===== src/rtl/flashcmd_pkg.sv =====
package flashcmd_pkg;
  localparam int BYTE_W = 8;
  localparam int WORD_W = 2 * BYTE_W;

  localparam logic [BYTE_W-1:0] CMD_ARRAY_A   = 8'h00;
  localparam logic [BYTE_W-1:0] CMD_ARRAY_B   = 8'hFF;
  localparam logic [BYTE_W-1:0] CMD_STATUS    = 8'h70;
  localparam logic [BYTE_W-1:0] CMD_CLEAR     = 8'h50;
  localparam logic [BYTE_W-1:0] CMD_IDENT     = 8'h90;
  localparam logic [BYTE_W-1:0] CMD_ERASE_SEC = 8'h20;
  localparam logic [BYTE_W-1:0] CMD_ERASE_ALL = 8'h30;
  localparam logic [BYTE_W-1:0] CMD_PROGRAM   = 8'h40;

  typedef enum logic [1:0] {
    MODE_ARRAY  = 2'd0,
    MODE_STATUS = 2'd1,
    MODE_IDENT  = 2'd2
  } readMode_t;

  typedef struct packed {
    logic latchRead;
    logic clearFails;
    logic clearSleep;
  } ctlStrobe_t;
endpackage


===== src/rtl/flashcmd_ctrl.sv =====
module flashcmd_ctrl
  import flashcmd_pkg::*;
(
  input  logic              clk,
  input  logic              rstN,
  input  logic              ceN,
  input  logic              oeN,
  input  logic              weN,
  input  logic [BYTE_W-1:0] dataIn,
  input  logic              failAny,
  output readMode_t         readMode,
  output ctlStrobe_t        strobe,
  output logic              readActive,
  output logic              eraseReq,
  output logic              chipErase,
  output logic              progReq
);
  logic weNPrev;
  logic readPrev;
  logic cmdTake;
  readMode_t modeNext;
  logic isErase, isChip, isProg;

  assign readActive = !ceN && !oeN;
  assign cmdTake    = weN && !weNPrev && !ceN;

  assign isChip  = (dataIn == CMD_ERASE_ALL);
  assign isErase = (dataIn == CMD_ERASE_SEC) || isChip;
  assign isProg  = (dataIn == CMD_PROGRAM);

  always_comb begin
    modeNext = readMode;
    unique case (dataIn)
      CMD_ARRAY_A, CMD_ARRAY_B:                            modeNext = MODE_ARRAY;
      CMD_STATUS, CMD_ERASE_SEC, CMD_ERASE_ALL, CMD_PROGRAM: modeNext = MODE_STATUS;
      CMD_IDENT:                                           modeNext = MODE_IDENT;
      default:                                             modeNext = readMode;
    endcase
  end

  always_comb begin
    strobe.latchRead  = readActive && !readPrev;
    strobe.clearFails = cmdTake && (dataIn == CMD_CLEAR);
    strobe.clearSleep = cmdTake && ((dataIn == CMD_ARRAY_A) || (dataIn == CMD_ARRAY_B));
  end

  always_ff @(posedge clk or negedge rstN) begin
    if (!rstN) begin
      weNPrev   <= 1'b1;
      readPrev  <= 1'b0;
      readMode  <= MODE_ARRAY;
      eraseReq  <= 1'b0;
      chipErase <= 1'b0;
      progReq   <= 1'b0;
    end else begin
      weNPrev   <= weN;
      readPrev  <= readActive;
      eraseReq  <= cmdTake && isErase && !failAny;
      chipErase <= cmdTake && isChip && !failAny;
      progReq   <= cmdTake && isProg && !failAny;
      if (cmdTake) readMode <= modeNext;
    end
  end
endmodule


===== src/rtl/flashcmd_dpath.sv =====
module flashcmd_dpath
  import flashcmd_pkg::*;
#(
  parameter logic [7:0] MFR_CODE = 8'hC2,
  parameter logic [7:0] DEV_CODE = 8'hF7
) (
  input  logic              clk,
  input  logic              rstN,
  input  ctlStrobe_t        strobe,
  input  readMode_t         readMode,
  input  logic              readActive,
  input  logic              byteMode,
  input  logic              addrLsb,
  input  logic              addrM1,
  input  logic [WORD_W-1:0] arrayData,
  input  logic              wsmBusy,
  input  logic              wsmSuspend,
  input  logic              wsmEraseFail,
  input  logic              wsmProgFail,
  input  logic              sectorProt,
  input  logic              sleepAbort,
  output logic [BYTE_W-1:0] statReg,
  output logic              failAny,
  output logic [WORD_W-1:0] dataOut,
  output logic [WORD_W-1:0] dataOe
);
  logic rdyQ, suspQ, eFailQ, pFailQ, protQ, slpQ;
  logic [WORD_W-1:0] fmtWord;
  logic [BYTE_W-1:0] fmtByte;

  assign statReg = {rdyQ, suspQ, eFailQ, pFailQ, protQ, slpQ, 2'b00};
  assign failAny = eFailQ || pFailQ;

  always_ff @(posedge clk or negedge rstN) begin
    if (!rstN) begin
      rdyQ   <= 1'b1;
      suspQ  <= 1'b0;
      eFailQ <= 1'b0;
      pFailQ <= 1'b0;
      protQ  <= 1'b0;
      slpQ   <= 1'b0;
    end else begin
      rdyQ  <= !wsmBusy;
      suspQ <= wsmSuspend;
      protQ <= sectorProt;
      if (strobe.clearFails) begin
        eFailQ <= 1'b0;
        pFailQ <= 1'b0;
      end
      if (wsmEraseFail) eFailQ <= 1'b1;
      if (wsmProgFail)  pFailQ <= 1'b1;
      if (strobe.clearSleep) slpQ <= 1'b0;
      if (sleepAbort)        slpQ <= 1'b1;
    end
  end

  always_comb begin
    fmtByte = addrM1 ? arrayData[WORD_W-1:BYTE_W] : arrayData[BYTE_W-1:0];
    unique case (readMode)
      MODE_STATUS: fmtWord = {{BYTE_W{1'b0}}, statReg};
      MODE_IDENT:  fmtWord = {{BYTE_W{1'b0}}, (addrLsb ? DEV_CODE : MFR_CODE)};
      default:     fmtWord = byteMode ? {{BYTE_W{1'b0}}, fmtByte} : arrayData;
    endcase
  end

  always_ff @(posedge clk or negedge rstN) begin
    if (!rstN)                 dataOut <= '0;
    else if (strobe.latchRead) dataOut <= fmtWord;
  end

  always_comb begin
    if (!readActive)   dataOe = '0;
    else if (byteMode) dataOe = {{BYTE_W{1'b0}}, {BYTE_W{1'b1}}};
    else               dataOe = '1;
  end
endmodule


===== src/rtl/flashcmd_top.sv =====
module flashcmd_top
  import flashcmd_pkg::*;
#(
  parameter logic [7:0] MFR_CODE = 8'hC2,
  parameter logic [7:0] DEV_CODE = 8'hF7
) (
  input  logic        clk,
  input  logic        rstN,
  input  logic        ceN,
  input  logic        oeN,
  input  logic        weN,
  input  logic        byteMode,
  input  logic        addrLsb,
  input  logic        addrM1,
  input  logic [7:0]  dataIn,
  input  logic [15:0] arrayData,
  input  logic        wsmBusy,
  input  logic        wsmSuspend,
  input  logic        wsmEraseFail,
  input  logic        wsmProgFail,
  input  logic        sectorProt,
  input  logic        sleepAbort,
  output logic [15:0] dataOut,
  output logic [15:0] dataOe,
  output logic        eraseReq,
  output logic        chipErase,
  output logic        progReq
);
  readMode_t  readMode;
  ctlStrobe_t strobe;
  logic       readActive;
  logic       failAny;
  logic [7:0] statReg;

  flashcmd_ctrl ctrl_i (
    .clk(clk), .rstN(rstN), .ceN(ceN), .oeN(oeN), .weN(weN),
    .dataIn(dataIn), .failAny(failAny), .readMode(readMode),
    .strobe(strobe), .readActive(readActive),
    .eraseReq(eraseReq), .chipErase(chipErase), .progReq(progReq)
  );

  flashcmd_dpath #(.MFR_CODE(MFR_CODE), .DEV_CODE(DEV_CODE)) dpath_i (
    .clk(clk), .rstN(rstN), .strobe(strobe), .readMode(readMode),
    .readActive(readActive), .byteMode(byteMode), .addrLsb(addrLsb),
    .addrM1(addrM1), .arrayData(arrayData), .wsmBusy(wsmBusy),
    .wsmSuspend(wsmSuspend), .wsmEraseFail(wsmEraseFail),
    .wsmProgFail(wsmProgFail), .sectorProt(sectorProt),
    .sleepAbort(sleepAbort), .statReg(statReg), .failAny(failAny),
    .dataOut(dataOut), .dataOe(dataOe)
  );
endmodule


===== config.mk =====
export PLATFORM = sky130hd
export DESIGN_NAME = flashcmd_top
export DESIGN_NICKNAME = d
export VERILOG_FILES = /design/src/rtl/flashcmd_pkg.sv /design/src/rtl/flashcmd_ctrl.sv /design/src/rtl/flashcmd_dpath.sv /design/src/rtl/flashcmd_top.sv
export SDC_FILE = /design/constraint.sdc
export NUM_CORES = 1
export LEC_CHECK = 0
export CORE_ASPECT_RATIO = 1.25
export CORE_MARGIN = 4
export CORE_UTILIZATION = 36
export DETAILED_ROUTE_END_ITERATION = 7
export PLACE_DENSITY = 0.81
export SYNTH_ARGS = -nofsm -noshare
export SYNTH_HDL_FRONTEND = slang
export SYNTH_SLANG_ARGS = --single-unit

===== constraint.sdc =====
create_clock -name clk -period 1.52 [get_ports clk]
set_input_delay 0.228 -clock clk [delete_from_list [all_inputs] [get_ports clk]]
set_output_delay 0.228 -clock clk [all_outputs]
set_load 0.02 [all_outputs]

Word level (Yosys, flattened, before mapping) --
Index checks and enable logic that the tools add are counted.
Storage, ports and cells: register bits after elaboration 29, input port bits 38, output and inout bits 35
Operators by class: muxes and demuxes 12, reductions and logical operators 29, eq/ne operators 9
Operators with widths (number):
- 16-bit 2-to-1 mux | 3
- 16-bit one-hot mux with 2 select lines | 1
- 8-bit by 7-bit == test with 1-bit output, second input constant | 3
- 8-bit by 6-bit == test with 1-bit output, second input constant | 2
- 8-bit == test, second input constant | 2
- 1-bit logical AND | 12
- 8-bit logical NOT | 1
- 8-bit 2-to-1 mux | 1
- 1-bit logical NOT | 6
- 6-bit 2-to-1 mux | 1
- 2-bit one-hot mux with 3 select lines | 1
- 2-bit nonzero test | 3
- 1-bit 2-to-1 mux | 5
- 4-bit OR reduction | 1
- 1-bit logical OR | 3
- 3-bit nonzero test | 1
- 2-bit by 1-bit == test with 1-bit output, second input constant | 1
- 2-bit == test, second input constant | 1
- 2-bit AND reduction | 1
- 2-bit OR reduction | 1

Logic depth before layout (Yosys ltp) --
Gate-level depths: netlist of the first run.
word-level depth 6, depth in mapped cells 6

Hierarchy --
Synthesis of the first run repeated with hierarchy kept, for this count alone.
Second synthesis, totals: cell total of the unflattened synthesis 163, area total of the unflattened synthesis 1631.6 um^2
By module, submodules not included:
- flashcmd_dpath | cells each 131, area an instance 1283.7 um^2, times used 1
- flashcmd_ctrl | cells each 32, area an instance 347.8 um^2, times used 1

Worst setup path before layout of the first run --
Ideal clock, no wire load.
kind input -> output, start in byteMode, end out dataOe[10], cell stages on the path 2, data required time 1.292 ns, path buffers 1, arrival 1.363 ns, path slack -0.071 ns, cells stage by stage nor3_1 -> buf_4
Between the ends: word-level cells in the longest chain between the ends 2
RTL lines:
- start: declaration | line flashcmd_top.sv:12 | input logic byteMode,
- 16-bit 2-to-1 mux | line flashcmd_dpath.sv:73 | else if (byteMode) dataOe = {{BYTE_W{1'b0}}, {BYTE_W{1'b1}}};
- 16-bit 2-to-1 mux | line flashcmd_dpath.sv:72 | if (!readActive) dataOe = '0;
- end: declaration | line flashcmd_top.sv:24 | output logic [15:0] dataOe,
Every way passes these cells.

Worst setup path after layout of the first run --
start in oeN, end out dataOe[7]
Between the ends: word-level cells in the longest chain between the ends 3
RTL lines:
- start: declaration | line flashcmd_top.sv:10 | input logic oeN,
- 1-bit logical NOT | line flashcmd_ctrl.sv:24 | assign readActive = !ceN && !oeN;
- 1-bit logical AND | line flashcmd_ctrl.sv:24
- 16-bit 2-to-1 mux | line flashcmd_dpath.sv:72
Every way passes these cells.

==> results of run 1 <==
## cells in the final DEF (no fill, tap or decap), types with 2 or more instances in the layout
master and count:
a31o_1 2, o21ai_0 2, nand2_1 24, nand3_1 11, nand4_1 3, a311oi_1 3
buf_4 25, a21oi_1 2, clkbuf_2 5, dfstp_2 2, clkdlybuf4s15_1 3, dlygate4sd2_1 5
clkbuf_8 5, clkbuf_1 3, mux2_2 5, nor2b_2 2, nor3_2 3, buf_2 8
nor2_1 15, nand4b_1 2, nor3b_1 3, a21o_1 6, clkdlybuf4s50_1 50, inv_1 3
dfrtp_1 27, a211oi_1 2, a221oi_2 2
## area by class of cell
class,count,share of cell area
tap,54,0.0279
timing repair buffer,97,0.347
clock buffer,8,0.0331
sequential,29,0.301
multi-input combinational,103,0.286
inverter,3,0.00466
## kinds of logic (layout without fill, tap and decap cells)
group / after synthesis / in the layout / share of synthesized area
xor gates and xnor gates: 1 / 1 / 0.00589
AOI/OAI and AO/OA: 23 / 23 / 0.114
adders and majority gates: 2 / 2 / 0.0168
and+or+nand+nor: 72 / 72 / 0.241
buffers and inverters: 23 / 108 / 0.0959
DFF: 29 / 29 / 0.489
muxes: 5 / 5 / 0.0378
## through the flow
| step | cells | worst slack (ns) | instance area (um^2) | util | total power [W] |
|---|---|---|---|---|---|
| 4_1_cts | 294 | 0.00609 | 2390 | 0.616 | 0.00206 |
| 2_1_floorplan | 155 | 0.0307 | 1490 | - | 0.00114 |
| 3_3_place_gp | 286 | -0.392 | 2340 | 0.603 | 0.00147 |
| 5_1_grt | 294 | 0.00120 | 2420 | 0.624 | 0.00214 |
| 3_5_place_dp | 286 | -0.437 | 2340 | 0.603 | 0.00149 |
| 6_report | 294 | 0.0317 | 2420 | 0.624 | 0.00204 |
## worst max-delay path: stages
cell	delay [ns]
clkdlybuf4s50_1	0.46
nor2_1	0.11
buf_4	0.15
clkdlybuf4s15_1	0.31
## per-layer routing
metal,share of wire,global-route usage,vias to the layer above
li1,-,-,705
met1,0.38,0.173,654
met2,0.55,0.291,51
met3,0.059,0.0324,10
met4,0.018,0.0768,0
met5,0,0,-
## synth_stat cells
cell      number
o21ai_1        1
a311oi_1       3
mux2_2         5
a31o_1         2
or3b_2         1
a21oi_1        2
a221oi_1       3
o41ai_1        1
nand3_1       11
nor2_1        15
nand2_1       25
clkbuf_1       5
inv_1          3
xnor2_1        1
nand4_1        3
nand4b_1       2
or3_1          2
nor3b_1        3
o21ai_0        3
dfrtp_1       27
ha_1           2
nor3_1         3
and2_1         1
buf_4         15
nor4_1         1
a211oi_1       2
nor4b_2        1
or4_4          1
nor2b_1        3
a21o_1         6
dfstp_2        2
## where the power goes
group	switching (W)	internal, W	leakage (nW)
clock network	0.000258	0.000324	0.0395
logic	0.000273	0.000299	0.705
registers	0.0000396	0.000848	0.341
## worst max path at each step
stage | start | endpoint | slack [ns] | cells past startpoint
after floorplan | ctrl_i.readMode[0] | dpath_i.dataOut[1] | 0.03 | 6
after global placement | ceN | dpath_i.pFailQ | -0.39 | 5
after detailed placement | dataIn[0] | ctrl_i.readMode[1] | -0.44 | 5
after CTS | weN | dpath_i.pFailQ | 0.006 | 5
after global routing | oeN | dataOe[7] | 0.001 | 4
final | oeN | dataOe[7] | 0.03 | 4
## what timing repair did
| action | 4_1_cts | 5_1_grt |
|---|---|---|
| endpoints found under the setup margin | 32 | 19 |
| resized for setup | 57 | 16 |
| pin swaps | 4 | 3 |
==> summary.md, run 1 <==
| Metric | Value |
|---|---|
| Vias | 1420 |
| CTS sink count | 29 |
| Hold-fix buffers at CTS | 0 |
| CTS buffer count | 5 |
| Final #Nets | 279 |
| Die height | 79.9 um |
| Setup crit start kind | primary input |
| R2R depth | 5 |
| Top flop regs | dpath_i.dataOut: 16 flops, ctrl_i.readMode: 2 flops |
| DP Wirelength | 3190 um |
| Filler instances | 351 |
| CTS max path bufs | 2 |
| Reg with most FFs | dpath_i.dataOut |
| FF-to-FF End | dpath_i.dataOut[2] |
| Worst hold path startpoint | weN |
| Layout cells sized above 1 | 0.271 |
| Final hold vios | 0 |
| Max reg flops | 16 |
| Outcome | complete, no violations |
| All-Layer GR Usage | 0.160 |
| First-pass GRT wire length | 6440 um |
| Tcrit/Tclk final | 0.979 |
| Power Dens Cells | 844 nW/um^2 |
| Static Leak | 1.09 nW |
| Endpoint kind of the worst setup timing path | output port |
| Mapped Area | 1490 um^2 |
| Die footprint | 5230 um^2 |
| Max Fanout on Critical Path | 9 |
| Synth top area share | 0.454 |
| Final hold slack | 0.107 ns |
| Clock latency on the worst-skew pair | 0.27 ns |
| Worst min path class | in2reg |
| Synth Instances | 155 |
| Core area | 3880 um^2 |
| CP arrival | 1.26 ns |
| Rows | 25 |
| Vias per inst | 4.83 |
| Layout area overhead | 62.6% |
| Average cell area after synthesis | 9.60 um^2 |
| Drt pass-1 iters | 4 |
| Gp weighted congestion | 0.871 |
| RSZ-0062 raised after global routing | false |
| Largest net degree at the start of global routing | 30 |
| Cell accounting for the most synthesized area | dfrtp_1 |
| CTS tree | yes |
| Reg-to-reg slack, setup | 0.09 ns |
| Max-Cap Viols | 0 |
| Vias in the first global route | 1422 |
| Sequential fraction of the synthesis area | 0.489 |
| Clock skew | 0.00232 ns |
| ANT nets after route | 0 |
| Min cycle time layout | 1.49 ns |
| Synth cell types | 31 |
| Fmax | 672 MHz |
| Worst IR Drop VDD | 0.000362 V |
| FF+latch count, synth | 29 |
| Iter 0 DRT Violations | 62 |
| Worst r2r src | ctrl_i.readMode[0] |
| # diodes | 0 |
| Post-CTS Setup Inserts | 0 |
| Critical path type | in2out |
| Clk slew on worst S/H paths | 0.06 ns |
| Worst hold stages | 1 |
| Yosys warning count | 0 |
| Die Wd | 65.5 um |
| Multi-input logic area | 692 um^2 |
| Max-slew violations | 0 |
| H-tree depth | 2 |
| Initial Util | 0.384 |
| CP Data Required Time | 1.29 ns |
| CTS root buf | clkbuf_8 |
| Sequential cell area | 728 um^2 |
| Wirelength, routed | 4020 um |
| Worst Hold Path EP | ctrl_i.weNPrev |
| Tightest Pin Transition | 0.360 ns |
| Slew headroom | 0.760 |
| # DRC | 0 |
| Sum Neg Setup Slack | 0 ns |
| Port Buffers | 72 |
| Top cells by area, synth | dfrtp_1 (45%), buf_4 (7.6%), nand2_1 (6.3%) |
| Grt total ovfl | 0 |
| Final setup viols | 0 |
| Initial antenna violation count | 0 |
| Mapped Nets | 195 |
| I/O Pins | 73 |
| Routed WL per cell | 13.7 um |
Power figures use the tool's default switching activity.
==> run 2, diff against run 1 <==
--- a/config.mk
+++ b/config.mk
@@ -9,7 +9,7 @@
 export CORE_MARGIN = 4
 export CORE_UTILIZATION = 36
 export DETAILED_ROUTE_END_ITERATION = 7
-export PLACE_DENSITY = 0.81
+export PLACE_DENSITY = 0.83
 export SYNTH_ARGS = -nofsm -noshare
 export SYNTH_HDL_FRONTEND = slang
 export SYNTH_SLANG_ARGS = --single-unit
==> run 2 against run 1 <==
Effect of this change:
- register-to-register slack gained 0.02 ns
- count of clock-buffer cells in the layout is the same
- sequential power is essentially flat
- critical endpoint is now dataOut[2]
- largest power group unchanged
==> summary.md, run 2 (synthesized netlist as in run 1, its figures left out) <==
| Metric | Value |
|---|---|
| Final #Nets | 280 (+0.36%) |
| Clock share of power | 0.285 (about the same) |
| Worst IR Drop VDD | 0.000405 V (+12%) |
| Critical path, cell by cell | clkdlybuf4s50_1 |
| RSZ-0062 raised after global routing | false |
| Post-CTS Setup Inserts | 0 (unchanged) |
| Clock skew | 0.00589 ns (+0.00358 ns) |
| Power Dens Cells | 838 nW/um^2 (-0.77%) |
| Net Sw Power | 0.000571 W (about the same) |
| CTS max path bufs | 2 (unchanged) |
| Static Leak | 1.09 nW (about the same) |
| Clk slew on worst S/H paths | 0.06 ns (about the same) |
| Max-Cap Viols | 0 (unchanged) |
| # diodes | 0 (unchanged) |
| DP Wirelength | 3070 um (-3.9%) |
| Power, Total | 0.00205 W (+0.42%) |
| Grt total ovfl | 0 (unchanged) |
| Max Fanout on Critical Path | 2 (-7) |
| H-tree depth | 2 (unchanged) |
| Port Buffers | 72 (unchanged) |
| CTS tree | yes |
| Min cycle time layout | 1.48 ns (-0.00956 ns) |
| WP buf/inv | 1 (-2) |
| Final setup viols | 0 (unchanged) |
| Routed WL per cell | 13.4 um (-2.0%) |
| Slowest-stage cell, CP | clkdlybuf4s50_1 |
| Vias | 1426 (+0.42%) |
| CTS root buf | clkbuf_8 |
| Max incr delay on CP | 0.61 ns (+0.15 ns) |
| R2R depth | 5 (unchanged) |
| Outcome | complete, no violations |
| Final hold vios | 0 (unchanged) |
| Crit path depth | 1 (-3) |
| Setup crit start kind | register |
| CP arrival | 1.25 ns (about the same) |
| Layout cells sized above 1 | 0.282 (+0.0113) |
| CTS buffer count | 5 (unchanged) |
| Initial Util | 0.384 (unchanged) |
| Switching Share | 0.278 (-0.00123) |
| Sum Neg Setup Slack | 0 ns (unchanged) |
| Endpoint kind of the worst setup timing path | output port |
| # DRC | 0 (unchanged) |
| Max-slew violations | 0 (unchanged) |
| Comb pwr share | 0.283 (+0.003) |
| Tcrit/Tclk final | 0.973 (-0.00629) |
| Fmax | 676 MHz (+0.65%) |
| Die height | 79.9 um (unchanged) |
| Iter 0 DRT Violations | 71 (+15%) |
| All-Layer GR Usage | 0.155 (-0.00446) |
| Initial antenna violation count | 0 (unchanged) |
| First-pass GRT wire length | 6150 um (-4.4%) |
| Top flop regs | dpath_i.dataOut: 16 flops, ctrl_i.readMode: 2 flops |
| Final hold slack | 0.333 ns (+0.226 ns) |
| Clock latency on the worst-skew pair | 0.28 ns (about the same) |
| Layout area overhead | 64.5% |
| Drt pass-1 iters | 4 (unchanged) |
| Crit path max-delay family | buffers and inverters |
| Vias per inst | 4.83 (about the same) |
| Wirelength, routed | 3950 um (-1.7%) |
| Slew headroom | 0.768 (+0.00815) |
| Rows | 25 (unchanged) |
| Reg with most FFs | dpath_i.dataOut |
| CTS sink count | 29 (unchanged) |
| Seq pwr share | 0.432 (-0.003) |
| Hold-fix buffers at CTS | 0 (unchanged) |
| Worst min path class | in2async |
| Gp weighted congestion | 0.848 (-2.6%) |
| Most frequent cells in the layout | clkdlybuf4s50_1 (51), dfrtp_1 (27), buf_4 (26) |
| Max reg flops | 16 (unchanged) |
| Internal power | 0.00148 W (+0.59%) |
| Tightest Pin Transition | 0.345 ns (-0.0154 ns) |
| Filler instances | 346 (-1.4%) |
| Core area | 3880 um^2 (unchanged) |
| ANT nets after route | 0 (unchanged) |
| Critical path type | reg2out |
| I/O Pins | 73 (unchanged) |
| CP Data Required Time | 1.29 ns (about the same) |
| Vias in the first global route | 1432 (+0.70%) |
| Largest net degree at the start of global routing | 30 (unchanged) |
| Commonest non-fill, non-tap cell in the layout | clkdlybuf4s50_1 |
| Die Wd | 65.5 um (unchanged) |
| Die footprint | 5230 um^2 (unchanged) |
## run 2: through the flow
| stage | util | cell area (um^2) | setup slack, ns | instances |
|---|---|---|---|---|
| final | 0.631 | 2450 | 0.0413 | 295 |
| after CTS | 0.624 | 2420 | 0.0247 | 295 |
| after global placement | 0.605 | 2340 | -0.411 | 287 |
| after detailed placement | 0.605 | 2340 | -0.418 | 287 |
| after floorplan | - | 1490 | 0.0307 | 155 |
| after global routing | 0.631 | 2450 | 0.00453 | 295 |
## run 2: path summary, 6_finish.rpt
kind | startpoint | endpoint | slack (ns)
worst min-delay path | rstN | dpath_i.dataOut[9] | 0.33
min in group clk | wsmSuspend | dpath_i.suspQ | 0.40
worst min register to register | dpath_i.dataOut[15] | dpath_i.dataOut[15] | 0.46
worst max-delay path | dpath_i.dataOut[2] | dataOut[2] | 0.04
max in group asynchronous | rstN | dpath_i.rdyQ | 0.88
worst max register to register | ctrl_i.readMode[1] | dpath_i.dataOut[1] | 0.11
## run 2: routing by layer
metal	track usage	up-vias	share of wire
met5	0	-	0
met4	0.102	0	0.041
li1	-	699	-
met3	0.0268	19	0.068
met2	0.283	66	0.52
met1	0.160	642	0.37
## run 2: layout make-up
class                   instances  area (um^2)  area share
flip-flops and latches         29          728       0.298
clock buffers                   8         80.1      0.0327
inverters                       3         11.3     0.00460
repair buffers                 98          883       0.361
well taps                      54         67.6      0.0276
multi-input cells             103          677       0.277
## run 2: power groups by stage
stage | clock network (W) | logic, W | registers (W)
detailed placement | 0 | 0.000588 | 0.000900
finish | 0.000585 | 0.000580 | 0.000886
global route | 0.000633 | 0.000622 | 0.000897
floorplan | 0 | 0.000161 | 0.000979
global placement | 0 | 0.000579 | 0.000895
CTS | 0.000593 | 0.000581 | 0.000886
## run 2: repair_timing
item / in CTS / in global routing
setup endpoints to repair: 36 / 29
gates resized for setup: 67 / 7
pin swaps: 7 / 2
